===== config.mk =====
export PLATFORM = sky130hd
export DESIGN_NAME = sdi_chan_enc
export DESIGN_NICKNAME = d
export VERILOG_FILES = /design/src/rtl/sdi_enc_pkg.sv /design/src/rtl/sdi_scr_step.sv /design/src/rtl/sdi_nrzi_step.sv /design/src/rtl/sdi_chan_enc.sv
export SDC_FILE = /design/constraint.sdc
export NUM_CORES = 1
export LEC_CHECK = 0
export BUFFER_PORTS_ARGS = -buffer_cell sky130_fd_sc_hd__buf_2
export CAP_MARGIN = 20
export CELL_PAD_IN_SITES_DETAIL_PLACEMENT = 0
export CELL_PAD_IN_SITES_GLOBAL_PLACEMENT = 2
export CORE_ASPECT_RATIO = 0.8
export CORE_UTILIZATION = 38
export DETAILED_ROUTE_END_ITERATION = 16
export HOLD_SLACK_MARGIN = 0.12
export PLACE_DENSITY = 0.8
export SYNTH_ARGS = -nofsm -noshare
export SYNTH_HDL_FRONTEND = slang
export SYNTH_HIERARCHICAL = 1
export SYNTH_SLANG_ARGS = --single-unit

===== constraint.sdc =====
create_clock -name clk -period 4.9 [get_ports clk]
set_input_delay 0.98 -clock clk [delete_from_list [all_inputs] [get_ports clk]]
set_output_delay 0.98 -clock clk [all_outputs]
set_load 0.02 [all_outputs]

===== src/rtl/sdi_enc_pkg.sv =====
package sdi_enc_pkg;
    localparam int WORD_W_DEF = 10;
    localparam int HIST_W_DEF = 9;
    localparam int TAP_NEAR_DEF = 4;
    localparam int TAP_FAR_DEF = 9;

    typedef enum logic [0:0] {
        ST_HOLD = 1'b0,
        ST_CODE = 1'b1
    } enc_step_e;
endpackage


===== src/rtl/sdi_scr_step.sv =====
module sdi_scr_step #(
    parameter int WORD_W = 10,
    parameter int HIST_W = 9,
    parameter int TAP_NEAR = 4,
    parameter int TAP_FAR = 9
) (
    input  logic [HIST_W-1:0] hist_in,
    input  logic [WORD_W-1:0] data_in,
    output logic [WORD_W-1:0] scr_out,
    output logic [HIST_W-1:0] hist_out
);
    // chain[i][k-1] holds the scrambled bit from k bits before serial bit i
    logic [HIST_W-1:0] chain [0:WORD_W];

    assign chain[0] = hist_in;

    for (genvar i = 0; i < WORD_W; i++) begin : g_bit
        assign scr_out[i] = data_in[i] ^ chain[i][TAP_FAR-1] ^ chain[i][TAP_NEAR-1];
        assign chain[i+1] = {chain[i][HIST_W-2:0], scr_out[i]};
    end

    assign hist_out = chain[WORD_W];
endmodule


===== src/rtl/sdi_nrzi_step.sv =====
module sdi_nrzi_step #(
    parameter int WORD_W = 10
) (
    input  logic              level_in,
    input  logic [WORD_W-1:0] scr_in,
    output logic [WORD_W-1:0] line_out
);
    for (genvar i = 0; i < WORD_W; i++) begin : g_bit
        if (i == 0) begin : g_first
            assign line_out[i] = scr_in[i] ^ level_in;
        end else begin : g_rest
            assign line_out[i] = scr_in[i] ^ line_out[i-1];
        end
    end
endmodule


===== src/rtl/sdi_chan_enc.sv =====
module sdi_chan_enc
    import sdi_enc_pkg::*;
#(
    parameter int WORD_W = WORD_W_DEF,
    parameter int HIST_W = HIST_W_DEF,
    parameter int TAP_NEAR = TAP_NEAR_DEF,
    parameter int TAP_FAR = TAP_FAR_DEF
) (
    input  logic              clk,
    input  logic              rst,
    input  logic              valid,
    input  logic [WORD_W-1:0] din,
    output logic [WORD_W-1:0] dout
);
    localparam int LAST = WORD_W - 1;

    logic [HIST_W-1:0] hist_q, hist_d;
    logic [WORD_W-1:0] scr_w, line_w, dout_q;
    enc_step_e step;

    always_comb begin
        step = valid ? ST_CODE : ST_HOLD;
    end

    sdi_scr_step #(
        .WORD_W(WORD_W), .HIST_W(HIST_W),
        .TAP_NEAR(TAP_NEAR), .TAP_FAR(TAP_FAR)
    ) u_scr (
        .hist_in(hist_q), .data_in(din),
        .scr_out(scr_w), .hist_out(hist_d)
    );

    // NRZI level is the last serial bit already sent: bit LAST of dout_q
    sdi_nrzi_step #(.WORD_W(WORD_W)) u_nrzi (
        .level_in(dout_q[LAST]), .scr_in(scr_w), .line_out(line_w)
    );

    always_ff @(posedge clk) begin
        if (rst) begin
            hist_q <= '0;
            dout_q <= '0;
        end else begin
            unique case (step)
                ST_CODE: begin
                    hist_q <= hist_d;
                    dout_q <= line_w;
                end
                ST_HOLD: begin
                    hist_q <= hist_q;
                    dout_q <= dout_q;
                end
                default: begin
                    hist_q <= hist_q;
                    dout_q <= dout_q;
                end
            endcase
        end
    end

    assign dout = dout_q;
endmodule


After elaboration in Yosys (flattened, before gate mapping)
Index checks and enable logic that the tools add are counted.

Output and inout bits: 10. Register bits after elaboration: 19. Word-level logic and storage cells: 35.

Multiplexer cells: 3. Bitwise gates (word level): 30.

Operators with widths (count): bitwise XOR 1 bit (30); 2-to-1 mux 10 bit (1); 2-to-1 mux 9 bit (1); 2-to-1 mux 1 bit (1).

Depth between registers and ports, before layout
Word-level depth: 13. Gate-level depth with buffers: 9.

By module
The synthesis kept the hierarchy.

By module, submodules not included: sdi_chan_enc (cells an instance 61, area each 683.2 sq um, seq. area each 380.4 sq um, instances 1); sdi_scr_step (cells an instance 29, area each 335.3 sq um, seq. area each 0.0 sq um, instances 1); sdi_nrzi_step (cells an instance 14, area each 172.7 sq um, seq. area each 0.0 sq um, instances 1).

Worst setup path after synthesis
Ideal clock, no wire load.

Path type: input port to flip-flop. Start: input din[1]. End: register dout_q[9] (netlist: dout[9]). Setup slack: 1991 ps. Data required time: 4782 ps. Buffers on the path: 1. Setup time: 118 ps. Stages: 9. Arrival: 2791 ps. Cell sequence: xnor2_1 -> xnor2_1 -> buf_4 -> xor3_2 -> xnor3_2 -> xnor2_4 -> xor2_1 -> mux2i_1 -> nor2_1.

Cells in the longest elaborated chain, start to end: 12.

RTL lines: start: declaration (line sdi_chan_enc.sv:12) `input logic [WORD_W-1:0] din,`; bitwise XOR 1 bit (2 in series) (line sdi_scr_step.sv:18) `assign scr_out[i] = data_in[i] ^ chain[i][TAP_FAR-1] ^ chain[i][TAP_NEAR-1];`; net hist_d[8] (line sdi_chan_enc.sv:17) `logic [HIST_W-1:0] hist_q, hist_d;`; bitwise XOR 1 bit (line sdi_nrzi_step.sv:12) `assign line_out[i] = scr_in[i] ^ line_out[i-1];`; net line_w[1] (line sdi_chan_enc.sv:18) `logic [WORD_W-1:0] scr_w, line_w, dout_q;`; bitwise XOR 1 bit (3 in series) (line sdi_nrzi_step.sv:12); net line_w[4] (line sdi_chan_enc.sv:18); bitwise XOR 1 bit (2 in series) (line sdi_nrzi_step.sv:12); net line_w[6] (line sdi_chan_enc.sv:18); bitwise XOR 1 bit (3 in series) (line sdi_nrzi_step.sv:12); net line_w[9] (line sdi_chan_enc.sv:18); 2-to-1 mux 10 bit (line sdi_chan_enc.sv:43) `unique case (step)`; end signal: assignment (line sdi_chan_enc.sv:46) `dout_q <= line_w;`; end signal: assignment (line sdi_chan_enc.sv:50) `dout_q <= dout_q;`; end signal: assignment (line sdi_chan_enc.sv:54) `dout_q <= dout_q;`; end: declaration (line sdi_chan_enc.sv:18).

The timed path passes the listed nets, and every way through them passes these cells. The select of a mux whose other input is x is not followed. A chain may end at the register's enable or synchronous reset.

Worst setup path in the final report
Start: input din[0]. End: register dout_q[9] (netlist: dout[9]).

Cells in the longest elaborated chain, start to end: 13.

RTL lines: bitwise XOR 1 bit (2 in series) (line sdi_scr_step.sv:18); net scr_w[0] (line sdi_chan_enc.sv:18); bitwise XOR 1 bit (line sdi_nrzi_step.sv:10) `assign line_out[i] = scr_in[i] ^ level_in;`; bitwise XOR 1 bit (line sdi_nrzi_step.sv:12); net line_w[1] (line sdi_chan_enc.sv:18); bitwise XOR 1 bit (3 in series) (line sdi_nrzi_step.sv:12); net line_w[4] (line sdi_chan_enc.sv:18); bitwise XOR 1 bit (2 in series) (line sdi_nrzi_step.sv:12); net line_w[6] (line sdi_chan_enc.sv:18); bitwise XOR 1 bit (3 in series) (line sdi_nrzi_step.sv:12); net line_w[9] (line sdi_chan_enc.sv:18); 2-to-1 mux 10 bit (line sdi_chan_enc.sv:43).

The timed path passes the listed nets, and every way through them passes these cells. The select of a mux whose other input is x is not followed.

==> key figures <==
STA
  • Final Slew Violations: 0
  • Setup violators final: 0
  • Shortest clock period the worst path allows after layout: 2911 ps
  • Transition time at the pin with the least slew margin: 573.1 ps
  • Setup repair after global routing missed its margin: false
  • Achievable frequency: 343.6 MHz
  • Slew headroom: between 60 and 70%
  • Final-layout setup total negative slack: 0 ps
  • Worst Clk Skew: roughly 2.4 ps
  • Final hold viol count: 0
  • Share of the cycle needed by the critical path after routing: between 50% and 60%

Clock network
  • Maximum root-to-sink buffer count: 2
  • CTS Hold Bufs: 0
  • Clock edge transition at the registers on the reported setup and hold paths: 70 ps
  • TritonCTS clock tree: done
  • Number of cells upsized or downsized after cts: 0
  • Clock net sink count: 19
  • Buffers inserted by post-CTS timing repair: 0
  • Number of buffers created by CTS: 3
  • CTS H-tree depth: 1
  • Skew-Pair Late Insertion Delay: approximately 250 ps
  • Buffer cell driving the clock tree root: clkbuf_8

Cells and area
  • Ant. Diodes: 0
  • Layout cells sized above 1: 24.79%
  • Area added between synthesis and finish: 7.983%
  • Finished Core Util: between 40% and 50%
  • Count of non-filler cells in the finished layout: approximately 160
  • NumNets Final: ~130
  • Finished layout cell area: 1286 um^2

Logic synthesis
  • Leading area contributor after synthesis: dfxtp_1
  • EDFF count, synth: 0
  • Register area share after synthesis: 31.93%
  • Cell Area, Synth: about 1200 um^2
  • Post-synth top flop: dfxtp_1
  • Post-synthesis instance total: 104
  • Share of flip-flops with an asynchronous set or reset after synthesis: 0%
  • Syn avg cell area: 11.45 um^2
  • Number of warnings issued by yosys: 6
  • Number of synthesized register bits: 19
  • Yosys cell types: 16
  • Dominant cells by area after synthesis: dfxtp_1 32%, mux2i_1 16%, xnor3_1 11%, xnor2_1 9.6%, xor2_1 7.4%
  • Synth top area share: a little under a third
  • Most frequent cells after synthesis: 19 x dfxtp_1, 19 x mux2i_1, 19 x nor2_1
  • Net Count, Synth: between 100 and 150

Place
  • IO Port Bufs: 22
  • Standard cell area after detailed placement: 1240 um^2
  • HPWL reported at the end of detailed placement: 1441 um
  • Placer Congestion: 0.7118
  • Instance count after placement with tap cells included: 151

GRT
  • Residual overflow from global routing: 0
  • Vias in the first global route: about 660
  • Wire length of the first global-routing pass: 3208 um
  • Antenna violations before repair: 0
  • Maximum number of pins on one net before global-route repair: 20
  • GRT Overall Usage: a little over an eighth

Floorplanning
  • # rows: 17
  • Starting density of the core: 41.48%
  • Area enclosed by the die boundary: roughly 3400 um^2
  • Core Region: 2872 um^2
  • Height of the chip: between 50 and 60 um
  • Number of I/O pins: 23
  • Die W: 64.60 um

Drt
  • Post-DR vias/cell: between 4 and 5
  • Drt drc: 0
  • First DRT Iteration DRCs: 10
  • DR pass1 iterations: 4
  • Detailed-route via count: 700
  • Overall routed net length: between 1500 and 2000 um
  • Post-DR wirelength/cell: roughly 12 um
  • DRT antenna net count: 0

Worst hold path
  • Number of cells traversed by the worst hold path: 2
  • Start point of the worst hold path: dout[2]
  • Hold Crit Endpoint: dout[2]
  • Class of the tightest hold or removal check: reg2reg

Critical path
  • Type of the worst setup path: in2reg
  • Crit end category: register
  • Critical path peak fanout: 4
  • Data arrival time of the critical path: 3110 ps
  • Register-to-Register Setup Slack: 2410 ps
  • Capture instance of the worst register-to-register path: dout[9]
  • Worst endpoint required time: about 5100 ps
  • Beginning of the worst register-to-register path: hist_q[8]
  • Setup crit start kind: input pin
  • Worst Reg2Reg Path Length in Cells: 8

Status
  • Status: finished, final reports clean

Job
  • # Max-Cap Violations: 0
==> worst max-delay path, cell delays in order <==
cell and delay (ps):
buf_2 130, xnor3_1 400, inv_1 130, xor3_2 380
xnor3_2 460, xnor2_4 250, xor2_1 190, mux2i_1 90
nor2_1 90
==> worst max-delay path by stage <==
stage / from / to / slack [ps] / depth (start not counted)
after global placement: din[0] / dout[9] / 1750 / 9
after CTS: din[0] / dout[9] / 1980 / 9
after floorplan: din[1] / dout[9] / 1990 / 9
after global routing: din[1] / dout[7] / 1870 / 9
final: din[0] / dout[9] / 1990 / 9
after detailed placement: din[0] / dout[9] / 1700 / 9
==> final cells by class <==
class	instances	area, um^2
clock inverter	1	5.005
fill	287	1585
multi-input combinational	71	698.2
inverter	1	3.754
clock buffer	3	41.29
tap	38	47.55
timing repair buffer	22	110.1
sequential	19	380.4
==> metrics by stage <==
step | hold WS, ps | worst slack [ps]
6_report | 492.3 | 1989
4_1_cts | 502.3 | 1976
3_5_place_dp | 480.3 | 1702
2_1_floorplan | 480.7 | 1991
3_3_place_gp | 470.8 | 1747
5_1_grt | 517.0 | 1869
==> registers in the layout (all words and copies together), names as in the netlist <==
signal	cells
hist_q	9
dout	10
==> per-layer routing <==
metal / global-route usage, % / wire (um) / vias up
li1: - / - / 357
met1: 17.26 / 934 / 327
met2: 20.35 / 878 / 16
met3: 4.825 / 124 / 0
met4: 3.333 / 0 / 0
met5: 0 / 0 / -
==> cells by family (layout without fill, tap and decap cells) <==
logic type    Yosys count  count (layout)  synth area share (%)
xor+xnor               33              33                 36.66
buf+inv                14              27                 9.452
flops                  19              19                 31.93
mux                    19              19                 15.97
simple gates           19              19                 5.988
==> cell usage in the layout (no fill, tap or decap) <==
cell type  Yosys  routed
xor3_2         1       1
clkinv_2       0       1
xnor2_1       13      13
clkbuf_8       0       3
inv_1          1       1
dfxtp_1       19      19
xnor3_1        6       6
xnor2_4        1       1
xnor3_2        1       1
nor2_1        19      19
xor3_1         1       1
xor2_1        10      10
buf_2          1      22
mux2i_1       19      19
Power is not shown: default switching activity piles up to over one toggle a cycle in this logic, so the estimate is an artifact.
